**src/rtl/tirq_pkg.sv**
```systemverilog
package tirq_pkg;

  localparam int TIRQ_CH_DEFAULT = 3;

  function automatic int idx_width(input int n);
    return (n > 1) ? $clog2(n) : 1;
  endfunction

endpackage

```
**src/rtl/tirq_pend_cell.sv**
```systemverilog
module tirq_pend_cell (
  input  logic clk,
  input  logic rst_n,
  input  logic evt_i,
  input  logic en_i,
  input  logic clr_i,
  output logic pend_o
);

  logic pend_q;
  logic pend_d;
  logic set_w;
  logic upd_w;

  // Set wins over clear in a collision cycle.
  always_comb begin
    set_w  = evt_i & en_i;
    upd_w  = set_w | clr_i;
    pend_d = set_w | (pend_q & ~clr_i);
  end

  always_ff @(posedge clk or negedge rst_n) begin
    if (!rst_n) begin
      pend_q <= 1'b0;
    end else if (upd_w) begin
      pend_q <= pend_d;
    end
  end

  assign pend_o = pend_q;

  p_no_set_disabled_r3: assert property (@(posedge clk) disable iff (!rst_n)
    (!pend_q && !(evt_i && en_i)) |=> !pend_q);

  p_hold_without_clear_r4: assert property (@(posedge clk) disable iff (!rst_n)
    (pend_q && !clr_i) |=> pend_q);

  p_set_beats_clear_r8: assert property (@(posedge clk) disable iff (!rst_n)
    (evt_i && en_i) |=> pend_q);

  p_clear_drops_r7: assert property (@(posedge clk) disable iff (!rst_n)
    (clr_i && !(evt_i && en_i)) |=> !pend_q);

endmodule

```
**src/rtl/tirq_prio_sel.sv**
```systemverilog
module tirq_prio_sel #(
  parameter int NUM_CH = 3,
  parameter int IDX_W  = 2
) (
  input  logic [NUM_CH-1:0] pend_i,
  output logic              any_o,
  output logic [IDX_W-1:0]  idx_o,
  output logic [NUM_CH-1:0] grant_o
);

  // Walk from the highest channel down so the lowest pending one is kept last.
  always_comb begin
    idx_o   = '0;
    grant_o = '0;
    for (int i = NUM_CH - 1; i >= 0; i--) begin
      if (pend_i[i]) begin
        idx_o   = IDX_W'(i);
        grant_o = '0;
        grant_o[i] = 1'b1;
      end
    end
    any_o = |pend_i;
  end

endmodule

```
**src/rtl/tirq_vec_reg.sv**
```systemverilog
module tirq_vec_reg #(
  parameter int IDX_W = 2
) (
  input  logic             clk,
  input  logic             rst_n,
  input  logic             load_i,
  input  logic [IDX_W-1:0] idx_i,
  output logic [IDX_W-1:0] vec_o
);

  logic [IDX_W-1:0] vec_q;
  logic [IDX_W-1:0] vec_d;

  always_comb begin
    vec_d = load_i ? idx_i : vec_q;
  end

  always_ff @(posedge clk or negedge rst_n) begin
    if (!rst_n) begin
      vec_q <= '0;
    end else if (load_i) begin
      vec_q <= vec_d;
    end
  end

  assign vec_o = vec_q;

  p_vec_hold_r6: assert property (@(posedge clk) disable iff (!rst_n)
    !load_i |=> $stable(vec_q));

endmodule

```
**src/rtl/tirq_latch.sv**
```systemverilog
module tirq_latch #(
  parameter int NUM_CH = tirq_pkg::TIRQ_CH_DEFAULT,
  parameter int IDX_W  = tirq_pkg::idx_width(NUM_CH)
) (
  input  logic              clk,
  input  logic              rst_n,
  input  logic [NUM_CH-1:0] evt_i,
  input  logic [NUM_CH-1:0] ien_i,
  input  logic              ack_i,
  output logic              irq_o,
  output logic [IDX_W-1:0]  vec_o
);

  logic [NUM_CH-1:0] pend_w;
  logic [NUM_CH-1:0] grant_w;
  logic [NUM_CH-1:0] clr_w;
  logic [IDX_W-1:0]  win_idx_w;
  logic              any_w;
  logic              take_w;

  tirq_prio_sel #(.NUM_CH(NUM_CH), .IDX_W(IDX_W)) u_sel (
    .pend_i  (pend_w),
    .any_o   (any_w),
    .idx_o   (win_idx_w),
    .grant_o (grant_w)
  );

  always_comb begin
    take_w = ack_i & any_w;
    clr_w  = take_w ? grant_w : '0;
  end

  for (genvar g = 0; g < NUM_CH; g++) begin : g_ch
    tirq_pend_cell u_cell (
      .clk    (clk),
      .rst_n  (rst_n),
      .evt_i  (evt_i[g]),
      .en_i   (ien_i[g]),
      .clr_i  (clr_w[g]),
      .pend_o (pend_w[g])
    );
  end

  tirq_vec_reg #(.IDX_W(IDX_W)) u_vec (
    .clk    (clk),
    .rst_n  (rst_n),
    .load_i (take_w),
    .idx_i  (win_idx_w),
    .vec_o  (vec_o)
  );

  assign irq_o = any_w;

  p_grant_single_r2: assert property (@(posedge clk) disable iff (!rst_n)
    $onehot0(clr_w));

  p_one_cleared_r7: assert property (@(posedge clk) disable iff (!rst_n)
    (ack_i && irq_o && !(|(evt_i & ien_i)))
      |=> ($countones(pend_w) == $past($countones(pend_w)) - 1));

  p_idle_ack_r9: assert property (@(posedge clk) disable iff (!rst_n)
    (ack_i && !irq_o) |=> $stable(vec_o));

  p_reset_quiet_r10: assert property (@(posedge clk)
    !rst_n |-> (!irq_o && vec_o == '0));

endmodule

```
**config.mk**
```make
export PLATFORM = sky130hd
export DESIGN_NAME = tirq_latch
export DESIGN_NICKNAME = d
export VERILOG_FILES = /design/src/rtl/tirq_pkg.sv /design/src/rtl/tirq_pend_cell.sv /design/src/rtl/tirq_prio_sel.sv /design/src/rtl/tirq_vec_reg.sv /design/src/rtl/tirq_latch.sv
export SDC_FILE = /design/constraint.sdc
export NUM_CORES = 1
export LEC_CHECK = 0
export ABC_CLOCK_PERIOD_IN_PS = 2170
export BUFFER_PORTS_ARGS = -buffer_cell sky130_fd_sc_hd__buf_4
export CAP_MARGIN = 40
export CORE_AREA = 5 5 42 44
export CTS_CLUSTER_DIAMETER = 100
export CTS_CLUSTER_SIZE = 24
export DETAILED_ROUTE_END_ITERATION = 7
export DIE_AREA = 0 0 47 49
export GPL_TIMING_DRIVEN = 0
export REMOVE_ABC_BUFFERS = 1
export SLEW_MARGIN = 20
export SYNTH_ARGS = -nofsm -noshare
export SYNTH_HDL_FRONTEND = slang
export SYNTH_SLANG_ARGS = --single-unit
```
**constraint.sdc**
```tcl
create_clock -name clk -period 2.17 [get_ports clk]
set_clock_uncertainty 0.2 [all_clocks]
set_input_delay 0.434 -clock clk [delete_from_list [all_inputs] [get_ports clk]]
set_output_delay 0.434 -clock clk [all_outputs]
set_load 0.005 [all_outputs]
```
==> results.toml, run 1 <==
[outcome]
run_status = "finished, final reports clean"

[power]
fin_total_pwr_w = 0.000278
power_per_cell_area_nw_per_um2 = 801
worst_ir_drop_vdd_v = 0.000235
power_frac_clock = 0.384
switchingPower_w = 0.0000684
p_comb_frac = 0.190
power_share_of_the_sequential_group = 0.426
sw_frac_of_total = 0.245
total_leakage_power_nw = 0.176
cellInternalPower_w = 0.000210

[timing]
final-max-slew-violation-count = 0
final.setup.worst_slack_ns = 0.554
final_period_minus_worst_setup_slack_ns = 1.62
timing.slew.headroom = 0.901
hold_viol = 0
fin_crit_sh = 0.745
setup_total_negative_slack_ns = 0
grt_setup_unrepaired = "no"
timing.final.setup_violations = 0
max_clock_freq_ghz = 0.619
worst_hold_slack_ns = 0.206
transition_time_at_the_pin_with_the_least_slew_margin_ns = 0.148

[routing]
number_of_optimization_iterations_in_the_first_detailed_route_pass = 4
route.detailed.vias_per_inst = 3.58
ant_nets = 0
postRouteWirelength_um = 503
wire_per_inst_um = 9.49
drt_iter0_markers = 4
via_count = 190
wl_met1_um = 198
routed-wl-met2_um = 230
route.met3.wl_um = 74
top_layer = "met3"
drc_errors = 0

[floorplan]
placement_rows = 14
floorplan.die_area_um2 = 2300
floorplan.die.width_um = 47
die_h_um = 49
core_area_um2 = 1400
ioPinCount = 12
initial_core_util = 0.149

[cells_and_area]
layoutNonFillerInstCount = 53
drive_gt1_frac = 0.405
num_antenna_cells = 0
fin_nets = 47
n_fill_cell = 165
layout-area-overhead-vs-synth_pct = 66.5

[setup_path]
critPathMaxFanout = 3
timing.critical_path.from_type = "flip-flop"
timing.critical_path.arrival_ns = 0.98
critPathCaptureType = "output pin"
crit_required_ns = 1.54
cp-startpoint = "g_ch[0].u_cell.pend_o"
critical_path_class = "reg -> out"
worstReg2RegStart = "g_ch[0].u_cell.pend_o"

[grt]
grt_pass1_wl_um = 745
grt_overflow = 0
grt.total_usage = 0.0523
grt_max_degree = 8
first_global_vias = 174
grt_antenna_before_repair = 0

[synthesis]
synthesis.area_per_instance_um2 = 9.95
synth-seq-cells = 5
synth.cell_area_um2 = 209
synthDistinctLibCells = 11
yosysSeqAreaShare = 0.599
cell_count_after_synthesis = 21
ys.warnings.count = 0

[clock_tree]
htree_num_levels = 1
tritoncts_clock_tree = "done"
cts_root_buffer = "clkbuf_4"
numCtsBuffers = 3
clock_tree.buffer_depth = 2
worst_setup_hold_path_clk_slew_ns = 0.04
cts.repair.resized = 0
insertion_delay_ns = 0.24
cts_sinks = 5

[run]
maxCapViolCount = 0

[placement]
io_buffers = 11
place_inst = 48
gp_routability_congestion = 0.622
detailedPlacementHpwl_um = 432
place_worst_setup_slack_ns = 0.800

[worst_hold_path]
holdCritStartpoint = "ien_i[0]"
hold_path.class = "in -> reg"
## registers in the layout, summed over array words and instances (netlist names)
name / count
u_vec.vec_o: 2
g_ch.u_cell.pend_o: 3
## path summary, 6_finish.rpt
kind                                    endpoint  slack [ns]  cells past startpoint
max                                        irq_o        0.55                      3
min in group asynchronous         u_vec.vec_o[0]        0.34                      2
min                        g_ch[0].u_cell.pend_o        0.21                      3
max reg2reg                g_ch[2].u_cell.pend_o        1.06                      3
min reg2reg                       u_vec.vec_o[0]        0.29                      1
max in group asynchronous         u_vec.vec_o[1]        1.32                      2
## critical path, stage by stage (launching register included)
cell     delay, ns
dfrtp_1       0.39
nor2_2        0.15
nand2_1       0.07
buf_4         0.13
## per-stage QoR
step | utilization | instance area, um2
global placement | 0.222 | 312
detailed placement | 0.222 | 312
finish | 0.248 | 348
global route | 0.248 | 348
floorplan | - | 209
CTS | 0.248 | 348
## power by group through the flow
stage,sequential (W),combinational [W],clock [W]
floorplan,0.000119,0.0000216,0
finish,0.000119,0.0000530,0.000107
global placement,0.000120,0.0000516,0
global route,0.000120,0.0000602,0.000119
detailed placement,0.000120,0.0000531,0
CTS,0.000119,0.0000547,0.000111
## cells in the mapped netlist, drive strengths merged
cell type  instances  share of area
a22oi              1          0.036
o22ai              1          0.030
a21oi              1          0.024
inv                3          0.054
dfrtp              5           0.60
nor2               2          0.048
nor2b              1          0.030
nand2              4          0.072
a22o               2          0.084
o21ai              1          0.024
## routing by layer
metal | track usage | up-vias
met4 | 0.0553 | 0
met3 | 0.0480 | 0
met2 | 0.0498 | 8
met1 | 0.0599 | 80
met5 | 0 | -
li1 | - | 102
## repair_timing
action                                 in CTS  in global routing
endpoints found under the hold margin       5                  0
hold buffers                                1                  0
setup buffers                               0                  0
## cells in the final DEF, fill, tap and decap left out, drive strengths merged
cell | netlist | routed
buf | 0 | 11
a22oi | 1 | 1
nand2 | 4 | 4
a22o | 2 | 2
o21ai | 1 | 1
nor2b | 1 | 1
inv | 3 | 3
a21oi | 1 | 1
nor2 | 2 | 2
o22ai | 1 | 1
dlygate4sd3 | 0 | 1
clkbuf | 0 | 4
dfrtp | 5 | 5
## cells by family after synthesis
group / Yosys count / synth area share
compound gates: 6 / 0.198
buf+inv: 3 / 0.0539
flops: 5 / 0.599
simple gates: 7 / 0.150
## cell type report
class	count	area [um2]	area share
Clock buffer	4	26.3	0.0755
Tap cell	16	20.0	0.0576
Timing Repair Buffer	12	92.6	0.266
Inverter	3	11.3	0.0324
Sequential cell	5	125	0.360
Multi-Input combinational cell	13	72.6	0.209
No activity file was read; power rests on OpenSTA's default activity.
==> run 2: changes to the inputs <==
--- a/config.mk
+++ b/config.mk
@@ -5,7 +5,7 @@
 export SDC_FILE = /design/constraint.sdc
 export NUM_CORES = 1
 export LEC_CHECK = 0
-export ABC_CLOCK_PERIOD_IN_PS = 2170
+export ABC_CLOCK_PERIOD_IN_PS = 1500
 export BUFFER_PORTS_ARGS = -buffer_cell sky130_fd_sc_hd__buf_4
 export CAP_MARGIN = 40
 export CORE_AREA = 5 5 42 44
==> constraint.sdc (replaced) <==
create_clock -name clk -period 1.5 [get_ports clk]
set_clock_uncertainty 0.2 [all_clocks]
set_input_delay 0.3 -clock clk [delete_from_list [all_inputs] [get_ports clk]]
set_output_delay 0.3 -clock clk [all_outputs]
set_load 0.005 [all_outputs]
==> run 2 against run 1 <==
Non-clock buffer count is 2 higher. Routed wire length is 5.6% higher. Critical path type unchanged. Critical path depth stayed put. Utilization is 1.3 points higher. Power is 49% higher. Worst setup slack worse by 0.50 ns. Sequential share of layout area is 1.8 points lower. Die area stayed put. Clock power is 45% higher. Global-route usage stayed put.
==> results.toml, run 2 (synthesis gave the netlist of run 1 again) <==
[cells_and_area]
final_cell_mix = "buf_4 (12), dfrtp_1 (5), nand2_1 (4)"
fin_nets = 49
final-seq-area_um2 = 125
drive_gt1_frac = 0.436
mostFrequentLayoutCell = "buf_4"
multiInputGateArea_um2 = 72.6
largest_register_ffs = 3
n_fill_cell = 163
layout-area-overhead-vs-synth_pct = 75.4
num_antenna_cells = 0

[power]
power_frac_clock = 0.373
cellInternalPower_w = 0.000313
worst_ir_drop_vdd_v = 0.000362
sw_frac_of_total = 0.245
power_per_cell_area_nw_per_um2 = 1130
power_share_of_the_sequential_group = 0.413
total_leakage_power_nw = 0.187
p_comb_frac = 0.214
switchingPower_w = 0.000101

[clock_tree]
cts_root_buffer = "clkbuf_4"
numCtsBuffers = 3
cts_sinks = 5
worst_setup_hold_path_clk_slew_ns = 0.04
clock_tree.buffer_depth = 2
tritoncts_clock_tree = "done"
insertion_delay_ns = 0.24
htree_num_levels = 1

[timing]
fin_crit_sh = 0.963
timing.slew.headroom = 0.894
grt_setup_unrepaired = "yes"
timing.final.setup_violations = 0
max_clock_freq_ghz = 0.692
final-max-slew-violation-count = 0
final.setup.worst_slack_ns = 0.0554
worst_hold_slack_ns = 0.0718
setup_total_negative_slack_ns = 0
transition_time_at_the_pin_with_the_least_slew_margin_ns = 0.160
hold_viol = 0
final_period_minus_worst_setup_slack_ns = 1.44

[floorplan]
floorplan.die_area_um2 = 2300
placement_rows = 14
ioPinCount = 12
core_area_um2 = 1400
floorplan.die.width_um = 47
initial_core_util = 0.149
die_h_um = 49

[run]
maxCapViolCount = 0

[grt]
grt.total_usage = 0.0523
grt_max_degree = 8
grt_overflow = 0
grt_pass1_wl_um = 745
grt_antenna_before_repair = 0
first_global_vias = 174

[routing]
route.detailed.vias_per_inst = 3.75
wire_per_inst_um = 9.65
drc_errors = 0
ant_nets = 0
via_count = 206
postRouteWirelength_um = 531
drt_iter0_markers = 3
number_of_optimization_iterations_in_the_first_detailed_route_pass = 4

[placement]
place_worst_setup_slack_ns = 0.264
gp_routability_congestion = 0.622
io_buffers = 11
detailedPlacementHpwl_um = 432

[setup_path]
cp_cell_sequence = "nor2_2, nand2_1, buf_6"
critPathCaptureType = "output pin"
timing.reg2reg.setup_slack_ns = 0.32
crit_required_ns = 1.00
critical_path_class = "reg -> out"
critical-path-max-stage-delay_ns = 0.40
timing.critical_path.arrival_ns = 0.94
slowest_stage = "dfrtp_1"
timing.critical_path.from_type = "flip-flop"
critPathMaxFanout = 3

[worst_hold_path]
hold_path.class = "in -> reg"

[outcome]
run_status = "finished, final reports clean"
run 2: cell types whose count changed in the layout (fill, tap and decap cells not counted):
cell	before	now
buf_4	11	12
buf_6	0	1
run 2: critical path: cells and delay by family, from the launching register on:
kind	cells	cell delay [ns]
buffers and inverters	1	0.11
DFF	1	0.40
and+or+nand+nor	2	0.20
run 2: worst paths after layout:
path	startpoint	endpoint	cells past startpoint
max	g_ch[1].u_cell.pend_o	irq_o	3
min	ien_i[0]	g_ch[0].u_cell.pend_o	3
max reg2reg	g_ch[1].u_cell.pend_o	g_ch[2].u_cell.pend_o	4
min reg2reg	g_ch[0].u_cell.pend_o	u_vec.vec_o[0]	1
max in group asynchronous	rst_n	u_vec.vec_o[1]	2
min in group asynchronous	rst_n	u_vec.vec_o[0]	2
run 2: final cells by class:
type	count	share of cell area
Clock buffer	4	0.0717
Inverter	3	0.0307
Multi-Input combinational cell	13	0.198
Sequential cell	5	0.341
Tap cell	16	0.0546
Timing Repair Buffer	14	0.304
run 2: per-layer routing:
metal	GRT usage	share of wire
met1	0.0599	0.39
met3	0.0480	0.14
met2	0.0498	0.47
met5	0	0
met4	0.0553	0
run 2: repair_timing:
item | in CTS | in global routing
hold buffers | 1 | 0
resized for setup | 0 | 1
hold endpoints to repair | 5 | 0
setup buffers | 0 | 2
endpoints found under the setup margin | 0 | 1
run 2: power by group through the flow:
stage                     registers [W]  logic (W)  clock network, W
after floorplan                0.000172  0.0000312                 0
after detailed placement       0.000174  0.0000768                 0
after global placement         0.000173  0.0000747                 0
final                          0.000171  0.0000887          0.000155
after CTS                      0.000172  0.0000791          0.000160
after global routing           0.000174   0.000101          0.000172
run 2: metrics by stage:
| stage | area (um2) | std cells | util | power (W) |
|---|---|---|---|---|
| CTS | 348 | 53 | 0.248 | 0.000411 |
| global route | 367 | 55 | 0.262 | 0.000447 |
| global placement | 312 | 48 | 0.222 | 0.000248 |
| detailed placement | 312 | 48 | 0.222 | 0.000251 |
| finish | 367 | 55 | 0.262 | 0.000415 |
| floorplan | 209 | 21 | - | 0.000203 |
